===== src/rtl/ssp_pkg.sv =====
package ssp_pkg;
    localparam int BUS_W   = 32;
    localparam int ENTRY_W = 16;
    localparam int CNT_W   = $clog2(ENTRY_W) + 1;

    typedef enum logic [1:0] {
        ST_IDLE  = 2'd0,
        ST_FSYNC = 2'd1,
        ST_SHIFT = 2'd2,
        ST_PARK  = 2'd3
    } eng_state_e;

    typedef enum logic [1:0] {
        SZ_BYTE = 2'd0,
        SZ_HALF = 2'd1,
        SZ_WORD = 2'd2
    } acc_size_e;
endpackage


===== src/rtl/ssp_fifo.sv =====
module ssp_fifo #(
    parameter int W     = 16,
    parameter int DEPTH = 8
) (
    input  logic         clk,
    input  logic         rst_n,
    input  logic         wr,
    input  logic [W-1:0] wdata,
    input  logic         rd,
    output logic [W-1:0] rdata,
    output logic         full,
    output logic         empty
);
    localparam int AW = $clog2(DEPTH);

    logic [W-1:0] mem [DEPTH];
    logic [AW:0]  wp, rp;

    assign empty = (wp == rp);
    assign full  = (wp[AW] != rp[AW]) && (wp[AW-1:0] == rp[AW-1:0]);
    assign rdata = mem[rp[AW-1:0]];

    always_ff @(posedge clk or negedge rst_n) begin
        if (!rst_n) begin
            wp <= '0;
            rp <= '0;
        end else begin
            if (wr && !full)  wp <= wp + 1'b1;
            if (rd && !empty) rp <= rp + 1'b1;
        end
    end

    always_ff @(posedge clk) begin
        if (wr && !full) mem[wp[AW-1:0]] <= wdata;
    end
endmodule


===== src/rtl/ssp_clkgen.sv =====
module ssp_clkgen #(
    parameter int DIV_W = 8
) (
    input  logic             clk,
    input  logic             rst_n,
    input  logic             run,
    input  logic [DIV_W-1:0] div,
    output logic             sclk,
    output logic             rise,
    output logic             fall
);
    logic [DIV_W-1:0] cnt_q;
    logic             tick;

    assign tick = run && (cnt_q == div);
    assign rise = tick && !sclk;
    assign fall = tick && sclk;

    always_ff @(posedge clk or negedge rst_n) begin
        if (!rst_n) begin
            cnt_q <= '0;
            sclk  <= 1'b0;
        end else if (!run) begin
            cnt_q <= '0;
            sclk  <= 1'b0;
        end else if (tick) begin
            cnt_q <= '0;
            sclk  <= ~sclk;
        end else begin
            cnt_q <= cnt_q + 1'b1;
        end
    end
endmodule


===== src/rtl/ssp_slave_sync.sv =====
module ssp_slave_sync #(
    parameter int STAGES = 2
) (
    input  logic clk,
    input  logic rst_n,
    input  logic sclk_in,
    input  logic fs_in,
    input  logic sdi,
    output logic rise,
    output logic fall,
    output logic fs_smp,
    output logic sdi_smp
);
    logic [STAGES:0]   ck_sr;
    logic [STAGES-1:0] fs_sr;
    logic [STAGES-1:0] d_sr;

    always_ff @(posedge clk or negedge rst_n) begin
        if (!rst_n) begin
            ck_sr <= '0;
            fs_sr <= '0;
            d_sr  <= '0;
        end else begin
            ck_sr <= {ck_sr[STAGES-1:0], sclk_in};
            fs_sr <= {fs_sr[STAGES-2:0], fs_in};
            d_sr  <= {d_sr[STAGES-2:0], sdi};
        end
    end

    assign rise    =  ck_sr[STAGES-1] && !ck_sr[STAGES];
    assign fall    = !ck_sr[STAGES-1] &&  ck_sr[STAGES];
    assign fs_smp  = fs_sr[STAGES-1];
    assign sdi_smp = d_sr[STAGES-1];
endmodule


===== src/rtl/ssp_engine.sv =====
module ssp_engine
    import ssp_pkg::*;
(
    input  logic               clk,
    input  logic               rst_n,
    input  logic               master,
    input  logic               rise,
    input  logic               fall,
    input  logic               fs_smp,
    input  logic               sdi_smp,
    input  logic               tx_empty,
    input  logic [ENTRY_W-1:0] tx_head,
    input  logic               pop_req,
    output logic               tx_rd,
    output logic               rx_wr,
    output logic [ENTRY_W-1:0] rx_wdata,
    output logic               sdo,
    output logic               fs_out,
    output logic               run,
    output logic               resid_valid,
    output logic               resid_frame
);
    localparam logic [CNT_W-1:0] LAST    = CNT_W'(ENTRY_W);
    localparam logic [CNT_W-1:0] LAST_M1 = CNT_W'(ENTRY_W - 1);

    eng_state_e         st_q, st_d;
    logic [ENTRY_W-1:0] tx_sh, rx_sh;
    logic [CNT_W-1:0]   bcnt, rcnt;
    logic               in_shift, load, sample, shift_out;
    logic               m_end, s_end, s_break, rx_partial;

    // event decode shared by state and datapath
    always_comb begin
        in_shift   = (st_q == ST_SHIFT);
        rx_partial = (rcnt != '0);
        m_end      = in_shift && master && fall && (bcnt == LAST);
        s_break    = in_shift && !master && rise && fs_smp && rx_partial;
        s_end      = in_shift && !master && rise && !fs_smp && (bcnt == LAST_M1);
        load       = ((st_q == ST_IDLE) && master && !tx_empty)
                   || (m_end && !tx_empty)
                   || ((st_q == ST_IDLE) && !master && rise && fs_smp);
        sample     = in_shift && rise && (master || !fs_smp) && !pop_req;
        shift_out  = in_shift && fall && (bcnt != '0) && (bcnt != LAST);
    end

    // next state
    always_comb begin
        st_d = st_q;
        unique case (st_q)
            ST_IDLE: begin
                if (master && !tx_empty)              st_d = ST_FSYNC;
                else if (!master && rise && fs_smp)   st_d = ST_SHIFT;
            end
            ST_FSYNC: begin
                if (fall) st_d = ST_SHIFT;
            end
            ST_SHIFT: begin
                if (pop_req && !master) st_d = ST_IDLE;
                else if (m_end)         st_d = tx_empty ? ST_IDLE : ST_FSYNC;
                else if (s_break)       st_d = ST_PARK;
                else if (s_end)         st_d = ST_IDLE;
            end
            ST_PARK: begin
                if (pop_req) st_d = ST_IDLE;
            end
            default: st_d = ST_IDLE;
        endcase
    end

    // state register
    always_ff @(posedge clk or negedge rst_n) begin
        if (!rst_n) st_q <= ST_IDLE;
        else        st_q <= st_d;
    end

    // datapath
    always_ff @(posedge clk or negedge rst_n) begin
        if (!rst_n) begin
            tx_sh       <= '0;
            rx_sh       <= '0;
            bcnt        <= '0;
            rcnt        <= '0;
            resid_valid <= 1'b0;
            resid_frame <= 1'b0;
        end else begin
            if (load)           tx_sh <= tx_empty ? '0 : tx_head;
            else if (shift_out) tx_sh <= tx_sh << 1;

            if (load)        bcnt <= '0;
            else if (sample) bcnt <= bcnt + 1'b1;

            if (pop_req) begin
                rx_sh <= '0;
                rcnt  <= '0;
            end else if (sample) begin
                if (rcnt == LAST_M1) begin
                    rx_sh <= '0;
                    rcnt  <= '0;
                end else begin
                    rx_sh <= {rx_sh[ENTRY_W-2:0], sdi_smp};
                    rcnt  <= rcnt + 1'b1;
                end
            end

            if (pop_req) resid_valid <= rx_partial;

            if (pop_req)      resid_frame <= 1'b0;
            else if (s_break) resid_frame <= 1'b1;
        end
    end

    // outputs
    always_comb begin
        sdo      = tx_sh[ENTRY_W-1];
        fs_out   = (st_q == ST_FSYNC);
        run      = master && ((st_q == ST_FSYNC) || (st_q == ST_SHIFT));
        tx_rd    = load && !tx_empty;
        rx_wr    = pop_req ? rx_partial : (sample && (rcnt == LAST_M1));
        rx_wdata = pop_req ? rx_sh : {rx_sh[ENTRY_W-2:0], sdi_smp};
    end
endmodule


===== src/rtl/ssp_residual_port.sv =====
module ssp_residual_port
    import ssp_pkg::*;
#(
    parameter int ADDR_W   = 4,
    parameter int DEPTH    = 8,
    parameter int DIV_W    = 8,
    parameter int SYNC_N   = 2,
    parameter int DATA_OFS = 0,
    parameter int POP_OFS  = 1
) (
    input  logic              clk,
    input  logic              rst_n,
    input  logic              bus_we,
    input  logic              bus_re,
    input  logic [ADDR_W-1:0] bus_addr,
    input  logic [1:0]        bus_size,
    input  logic [BUS_W-1:0]  bus_wdata,
    output logic [BUS_W-1:0]  bus_rdata,
    input  logic              cfg_master,
    input  logic [DIV_W-1:0]  cfg_div,
    output logic              sclk_out,
    output logic              fs_out,
    output logic              sdo,
    input  logic              sclk_in,
    input  logic              fs_in,
    input  logic              sdi,
    output logic              tx_full,
    output logic              tx_ovf,
    output logic              rx_avail,
    output logic              resid_valid,
    output logic              resid_frame
);
    localparam logic [ADDR_W-1:0] A_DATA = ADDR_W'(DATA_OFS);
    localparam logic [ADDR_W-1:0] A_POP  = ADDR_W'(POP_OFS);

    logic               word_acc, wr_data, rd_data, pop_req;
    logic               tx_empty, tx_rd, rx_empty, rx_full, rx_wr, rx_rd;
    logic [ENTRY_W-1:0] tx_head, rx_head, rx_wdata;
    logic               m_rise, m_fall, s_rise, s_fall, s_fs, s_sdi;
    logic               e_rise, e_fall, e_sdi, run;

    // register decode
    assign word_acc = (bus_size == SZ_WORD);
    assign wr_data  = bus_we && (bus_addr == A_DATA) && word_acc;
    assign rd_data  = bus_re && (bus_addr == A_DATA) && word_acc;
    assign pop_req  = bus_we && (bus_addr == A_POP);
    assign rx_rd    = rd_data && !rx_empty;
    assign bus_rdata = rx_rd ? {{(BUS_W-ENTRY_W){1'b0}}, rx_head} : '0;
    assign rx_avail = !rx_empty;

    always_ff @(posedge clk or negedge rst_n) begin
        if (!rst_n)                  tx_ovf <= 1'b0;
        else if (wr_data && tx_full) tx_ovf <= 1'b1;
    end

    ssp_fifo #(.W(ENTRY_W), .DEPTH(DEPTH)) i_txq (
        .clk(clk), .rst_n(rst_n),
        .wr(wr_data), .wdata(bus_wdata[ENTRY_W-1:0]),
        .rd(tx_rd), .rdata(tx_head),
        .full(tx_full), .empty(tx_empty)
    );

    ssp_fifo #(.W(ENTRY_W), .DEPTH(DEPTH)) i_rxq (
        .clk(clk), .rst_n(rst_n),
        .wr(rx_wr), .wdata(rx_wdata),
        .rd(rx_rd), .rdata(rx_head),
        .full(rx_full), .empty(rx_empty)
    );

    ssp_clkgen #(.DIV_W(DIV_W)) i_clkgen (
        .clk(clk), .rst_n(rst_n), .run(run), .div(cfg_div),
        .sclk(sclk_out), .rise(m_rise), .fall(m_fall)
    );

    ssp_slave_sync #(.STAGES(SYNC_N)) i_sync (
        .clk(clk), .rst_n(rst_n),
        .sclk_in(sclk_in), .fs_in(fs_in), .sdi(sdi),
        .rise(s_rise), .fall(s_fall), .fs_smp(s_fs), .sdi_smp(s_sdi)
    );

    assign e_rise = cfg_master ? m_rise : s_rise;
    assign e_fall = cfg_master ? m_fall : s_fall;
    assign e_sdi  = cfg_master ? sdi    : s_sdi;

    ssp_engine i_engine (
        .clk(clk), .rst_n(rst_n), .master(cfg_master),
        .rise(e_rise), .fall(e_fall), .fs_smp(s_fs), .sdi_smp(e_sdi),
        .tx_empty(tx_empty), .tx_head(tx_head), .pop_req(pop_req),
        .tx_rd(tx_rd), .rx_wr(rx_wr), .rx_wdata(rx_wdata),
        .sdo(sdo), .fs_out(fs_out), .run(run),
        .resid_valid(resid_valid), .resid_frame(resid_frame)
    );

    // receive entries arriving at a full queue are dropped inside the queue
    logic unused_ok;
    assign unused_ok = rx_full;
endmodule


===== config.mk =====
export PLATFORM = sky130hd
export DESIGN_NAME = ssp_residual_port
export DESIGN_NICKNAME = d
export VERILOG_FILES = /design/src/rtl/ssp_pkg.sv /design/src/rtl/ssp_fifo.sv /design/src/rtl/ssp_clkgen.sv /design/src/rtl/ssp_slave_sync.sv /design/src/rtl/ssp_engine.sv /design/src/rtl/ssp_residual_port.sv
export SDC_FILE = /design/constraint.sdc
export NUM_CORES = 1
export LEC_CHECK = 0
export CORE_UTILIZATION = 60
export CTS_CLUSTER_DIAMETER = 150
export DETAILED_ROUTE_END_ITERATION = 16
export PLACE_DENSITY_LB_ADDON = 0.3
export SLEW_MARGIN = 30
export SYNTH_ARGS = -nofsm -noshare
export SYNTH_HDL_FRONTEND = slang
export SYNTH_SLANG_ARGS = --single-unit

===== constraint.sdc =====
create_clock -name clk -period 10.8 [get_ports clk]
set_input_delay 1.62 -clock clk [delete_from_list [all_inputs] [get_ports clk]]
set_output_delay 1.62 -clock clk [all_outputs]
set_load 0.02 [all_outputs]

# Word-level counts from Yosys, hierarchy flattened
# Memory sizes are Yosys's and may differ from the RTL's.
# Cells that the tools add are included.
# op_classes
n_addsub,7
div_mod_pow,0
shift,0
eq_ne,21
n_lt_le_gt_ge,0
n_bitwise,1
reduce_logical,69
muxes,37
n_mul,0
# op_table
operator,count
two-way mux 16 bit,8
logical AND 1 bit,46
two-way mux 5 bit,5
adder 4 x 1 -> 4 bit (second input constant),4
two-way mux 2 bit,8
two-way mux 8 bit,2
two-way mux 1 bit,13
adder 5 x 1 -> 5 bit (second input constant),2
equality test 5 x 4 -> 1 bit (second input constant),2
zero test 1 bit,10
!= test 5 bit (second input constant),2
nonzero test 5 bit,2
adder 8 x 1 -> 8 bit (second input constant),1
equality test 4 bit,2
equality test 8 bit,1
case mux 2 bit (4 select lines),1
nonzero test 2 bit,4
equality test 2 bit (second input constant),3
equality test 3 bit,2
equality test 5 bit (second input constant),1
equality test 4 x 1 -> 1 bit (second input constant),1
zero test 4 bit,1
logical OR 1 bit,4
!= test 2 x 1 -> 1 bit (second input constant),2
other kinds (7),8
# word_totals
word_cells,154
mem_bits_ro,0
ff_bits,79
ram_bits,256
latchBits,0
out_inout_bits,40
input_bits,54
n_memories,2
# mem_list
name,words,width,rd,rd_ports_with_merged_regs,wr,line_no,source
i_rxq.mem,8,16,1,0,1,ssp_fifo.sv:16,logic [W-1:0] mem [DEPTH];
i_txq.mem,8,16,1,0,1,ssp_fifo.sv:16,

# Depth between registers and ports, before layout
# logic_depth
word_depth,14
mapped_depth,10
mapped_depth_nobuf,9

# Modules after synthesis
# Synthesis repeated with hierarchy kept, for this count alone.
# hier_totals
cells_unflattened,839
area_unflattened_um2,14791.7
# by_module_without_submodules
module,seq_area_each_um2,cells_per_inst,area_each_um2,instances
ssp_fifo,4043.9,244,5496.5,2
ssp_engine,1151.1,227,2628.8,1
ssp_clkgen,225.2,49,493.0,1
ssp_residual_port,25.0,66,486.7,1
ssp_slave_sync,175.2,9,190.2,1

# Least setup slack after synthesis
# No wires, ideal clock.
# synth_timing
kind,input -> output
startpoint,in bus_addr[1]
endpoint,out bus_rdata[10]
arrival_time_ps,3305
path_slack_ps,5875
t_required_ps,9180
n_path_buf,3
cell_stages,7
cell_sequence,or3_1 clkbuf_1 nor4b_2 nand3_1 clkbuf_1 clkbuf_1 nor2_1
# synth_between
elab_chain_len,5
# synth_rtl
item,line_no,source
"start, declared",ssp_residual_port.sv:15,"input logic [ADDR_W-1:0] bus_addr,"
zero test 4 bit,ssp_residual_port.sv:45,assign rd_data = bus_re && (bus_addr == A_DATA) && word_acc;
logical AND 1 bit (2 in series),ssp_residual_port.sv:45,
logical AND 1 bit,ssp_residual_port.sv:47,assign rx_rd = rd_data && !rx_empty;
two-way mux 16 bit,ssp_residual_port.sv:48,"assign bus_rdata = rx_rd ? {{(BUS_W-ENTRY_W){1'b0}}, rx_head} : '0;"
"end, declared",ssp_residual_port.sv:18,"output logic [BUS_W-1:0] bus_rdata,"
# Every way passes these cells.

# Worst setup path in the final report
# layout_timing
startpoint,in bus_addr[1]
endpoint,out bus_rdata[9]
# The elaborated chain is that of the path after synthesis.

==> key figures <==
Run status
  – Outcome: finished, final reports clean

Worst setup path
  – Critical path class: in -> out
  – WP buf/inv: 2
  – WP data required: 9.18 ns
  – Crit Path Max Fanout: 20
  – Crit path DAT: 4.87 ns
  – CP startpoint kind: input port
  – Most common cell on crit path: clkdlybuf4s50_1
  – Crit-path cells: clkdlybuf4s50_1 > or3_1 > nor4b_2 > nand3_1 > nor2_1 > clkdlybuf4s50_1
  – Crit end category: output pin
  – Slowest cell on the critical path: nand3_1
  – Critical Path Max Stage Delay: 0.76 ns
  – CP top delay family: simple AND/OR/NAND/NOR gates

Die
  – Die outline height: 156 um
  – Initial core utilization: 0.618
  – Io pins: 94
  – # rows: 55
  – Die width: 156 um
  – Die area: 24200 um^2
  – Core area: 22900 um^2

Power and ir drop
  – Sequential fraction of design power: 0.454
  – Clock network power share: 0.342
  – Power density cells: 207 nW/um^2
  – Combinational Power Share: 0.204
  – Int Pwr: 2510 uW
  – Leak: 0.00584 uW
  – Max rail drop VDD: 0.201 mV
  – Switching Share: 0.258
  – Switch Pwr: 870 uW

Global routing
  – Initial antenna violation count: 0
  – Grt ovf: 0
  – All-layer global routing usage: 0.227
  – Largest net degree at the start of global routing: 80
  – Global-route wire length before repair: 41400 um
  – Vias in the first global route: 7682

STA
  – Tcrit/Tclk final: 0.601
  – Final hold slack: 0.344 ns
  – Setup_tns: 0 ns
  – Final WS setup: 4.31 ns
  – Final setup violation count: 0
  – Tmin final: 6.49 ns
  – Worst Tran Pin Value: 0.975 ns
  – Hold Violations, Final: 0
  – Unrepaired setup endpoints after global routing: false
  – Pins over their slew limit: 0
  – FMAX: 0.154 GHz
  – Max Clock Skew: 0.0159 ns
  – Slew margin rel.: 0.348

Clock network
  – Root buffer cell: clkbuf_16
  – TritonCTS clock tree: built
  – CTS Buf Count: 34
  – Clock Sinks: 335
  – H-tree levels: 2
  – Clk buf depth: 3
  – Hold-fix buffers, CTS: 0
  – Worst skew pair latency: 0.51 ns
  – Worst-path clk slew: 0.06 ns
  – Post-CTS Setup Repair Bufs: 0
  – Cts repair resizes: 0

Placed design
  – GPL Wtd Cong: 0.787
  – DP Wirelength: 15900 um
  – Pre-CTS setup slack: 4.25 ns
  – Dpl cells: 1219
  – Area post-placement: 15200 um^2
  – I/O Buffers: 61

Final layout
  – Share of layout cells above drive strength 1: 0.186
  – Commonest non-fill, non-tap cells in the layout: edfxtp_1 (256), nand2_1 (80), dfrtp_1 (77), mux4_2 (64), clkdlybuf4s50_1 (60)
  – Commonest non-fill, non-tap cell in the layout: edfxtp_1
  – Post-layout instance area: 16300 um^2
  – Antenna diode count: 0
  – Finished Layout Cells: 1281
  – Filler instances: 1423
  – Final net count: 1012
  – Area Growth Syn to Fin: 15.1%

Yosys
  – Number of synthesis warnings: 0
  – Avg Inst Size Synth: 16.2 um^2
  – Ranking of synthesized cells by area: edfxtp_1 (54%), dfrtp_1 (14%), mux4_2 (10%)
  – Register area share after synthesis: 0.682
  – Synthesized instance count: 872
  – Post-synth top area cell: edfxtp_1
  – Synth cell types: 66
  – Synthesized cell area: 14200 um^2
  – Ys flop type: edfxtp_1
  – Seq cells post-synth: 335
  – Yosys top cell area share: 0.543
  – Number of synthesized flops with an enable pin: 256
  – FFs w/ async S/R, synth: 0.236

Detailed routing
  – Via density: 5.81
  – Total number of vias: 7442
  – Avg WL per Cell: 20.3 um
  – Initial DRC count: 573
  – Detailed-router iteration count before antenna repair: 5
  – DRT Wirelength: 26000 um
  – DRC: 0
  – ANT nets after route: 0

Run
  – Max Cap Viol: 0

Hold path
  – Hold crit path type: reg -> reg
synth_stat cells, drive strengths merged, types with 3 or more instances:
cell type  count
nor3b          9
nor2          40
nand2         81
nor4           4
mux2i         35
buf           37
and3           4
and2           4
nor3           8
a21o           3
a2bb2oi       16
clkbuf        27
xnor2         19
dfrtp         79
xor2          17
o21ai         24
mux2           4
mux4          64
and3b          3
inv           15
o21a           3
nand4          3
or2           17
nand3         26
ha            15
edfxtp       256
nor4b          3
or4            3
a21oi         26
power groups by stage:
stage               registers [uW]  logic (uW)  clock network [uW]
global route                  1540         749                1220
global placement              1550         674                   0
detailed placement            1560         690                   0
floorplan                     1540         551                   0
CTS                           1530         697                1170
finish                        1530         689                1160
per-layer routing:
metal | up-vias | part of all wire | track usage
met5 | - | 0 | 0
met4 | 0 | 0.022 | 0.0728
met3 | 40 | 0.043 | 0.0328
met2 | 176 | 0.53 | 0.408
met1 | 3806 | 0.41 | 0.285
li1 | 3420 | - | -
area by class of cell:
type | count | area (um^2) | share of cell area
Sequential cell | 335 | 9670 | 0.593
Timing Repair Buffer | 84 | 822 | 0.0504
Multi-Input combinational cell | 473 | 4260 | 0.262
Tap cell | 313 | 392 | 0.0240
Inverter | 15 | 56.3 | 0.00345
Clock inverter | 14 | 170 | 0.0104
Clock buffer | 47 | 931 | 0.0571
metrics by stage:
stage | util | total power [uW]
final | 0.711 | 3380
after global routing | 0.711 | 3510
after CTS | 0.711 | 3400
after detailed placement | 0.663 | 2250
after global placement | 0.659 | 2230
after floorplan | - | 2090
sequential cells by signal, indices dropped and copies added (netlist names):
name	flops
i_rxq.mem	128
i_txq.mem	128
i_engine.rx_sh	16
i_engine.tx_sh	16
i_clkgen.cnt_q	8
i_engine.bcnt	5
i_engine.rcnt	5
i_rxq.rp	4
i_rxq.wp	4
i_txq.rp	4
i_txq.wp	4
i_sync.ck_sr	3
i_engine.st_q	2
i_sync.d_sr	2
i_sync.fs_sr	2
i_clkgen.sclk	1
i_engine.resid_frame	1
i_engine.resid_valid	1
tx_ovf	1
worst reg2reg max path, cell delays in order (launching register included):
cell	delay [ns]
dfrtp_1	0.38
ha_1	0.26
and4b_1	0.27
o21ai_0	0.08
or4_1	0.48
a21o_2	0.26
nand2b_1	0.32
nor3b_4	0.66
buf_6	0.23
path summary, 6_finish.rpt:
check | startpoint | end | slack, ns | depth (start not counted)
setup / recovery | bus_addr[1] | bus_rdata[9] | 4.31 | 6
hold / removal | i_sync.d_sr[0]$_DFF_PN0_ | i_sync.d_sr[1]$_DFF_PN0_ | 0.34 | 0
setup reg to reg | i_engine.rcnt[0]$_DFFE_PN0P_ | i_rxq.mem[2][9]$_DFFE_PP_ | 7.54 | 8
hold reg to reg | i_sync.d_sr[0]$_DFF_PN0_ | i_sync.d_sr[1]$_DFF_PN0_ | 0.34 | 0
max in group asynchronous | rst_n | i_txq.rp[0]$_DFFE_PN0P_ | 9.10 | 1
min in group asynchronous | rst_n | tx_ovf$_DFFE_PN0P_ | 1.16 | 1
cell families after synthesis:
kind of cell	count (synthesis)	share of synthesized area
buffers and inverters	79	0.0286
AND/OR/NAND/NOR	216	0.0771
AO/OA/AOI/OAI	87	0.0466
flip-flops	335	0.682
other	1	0.000265
multiplexers	103	0.130
XOR/XNOR	36	0.0223
adder cells (fa/ha/maj)	15	0.0132
No activity file was read; power rests on OpenSTA's default activity.
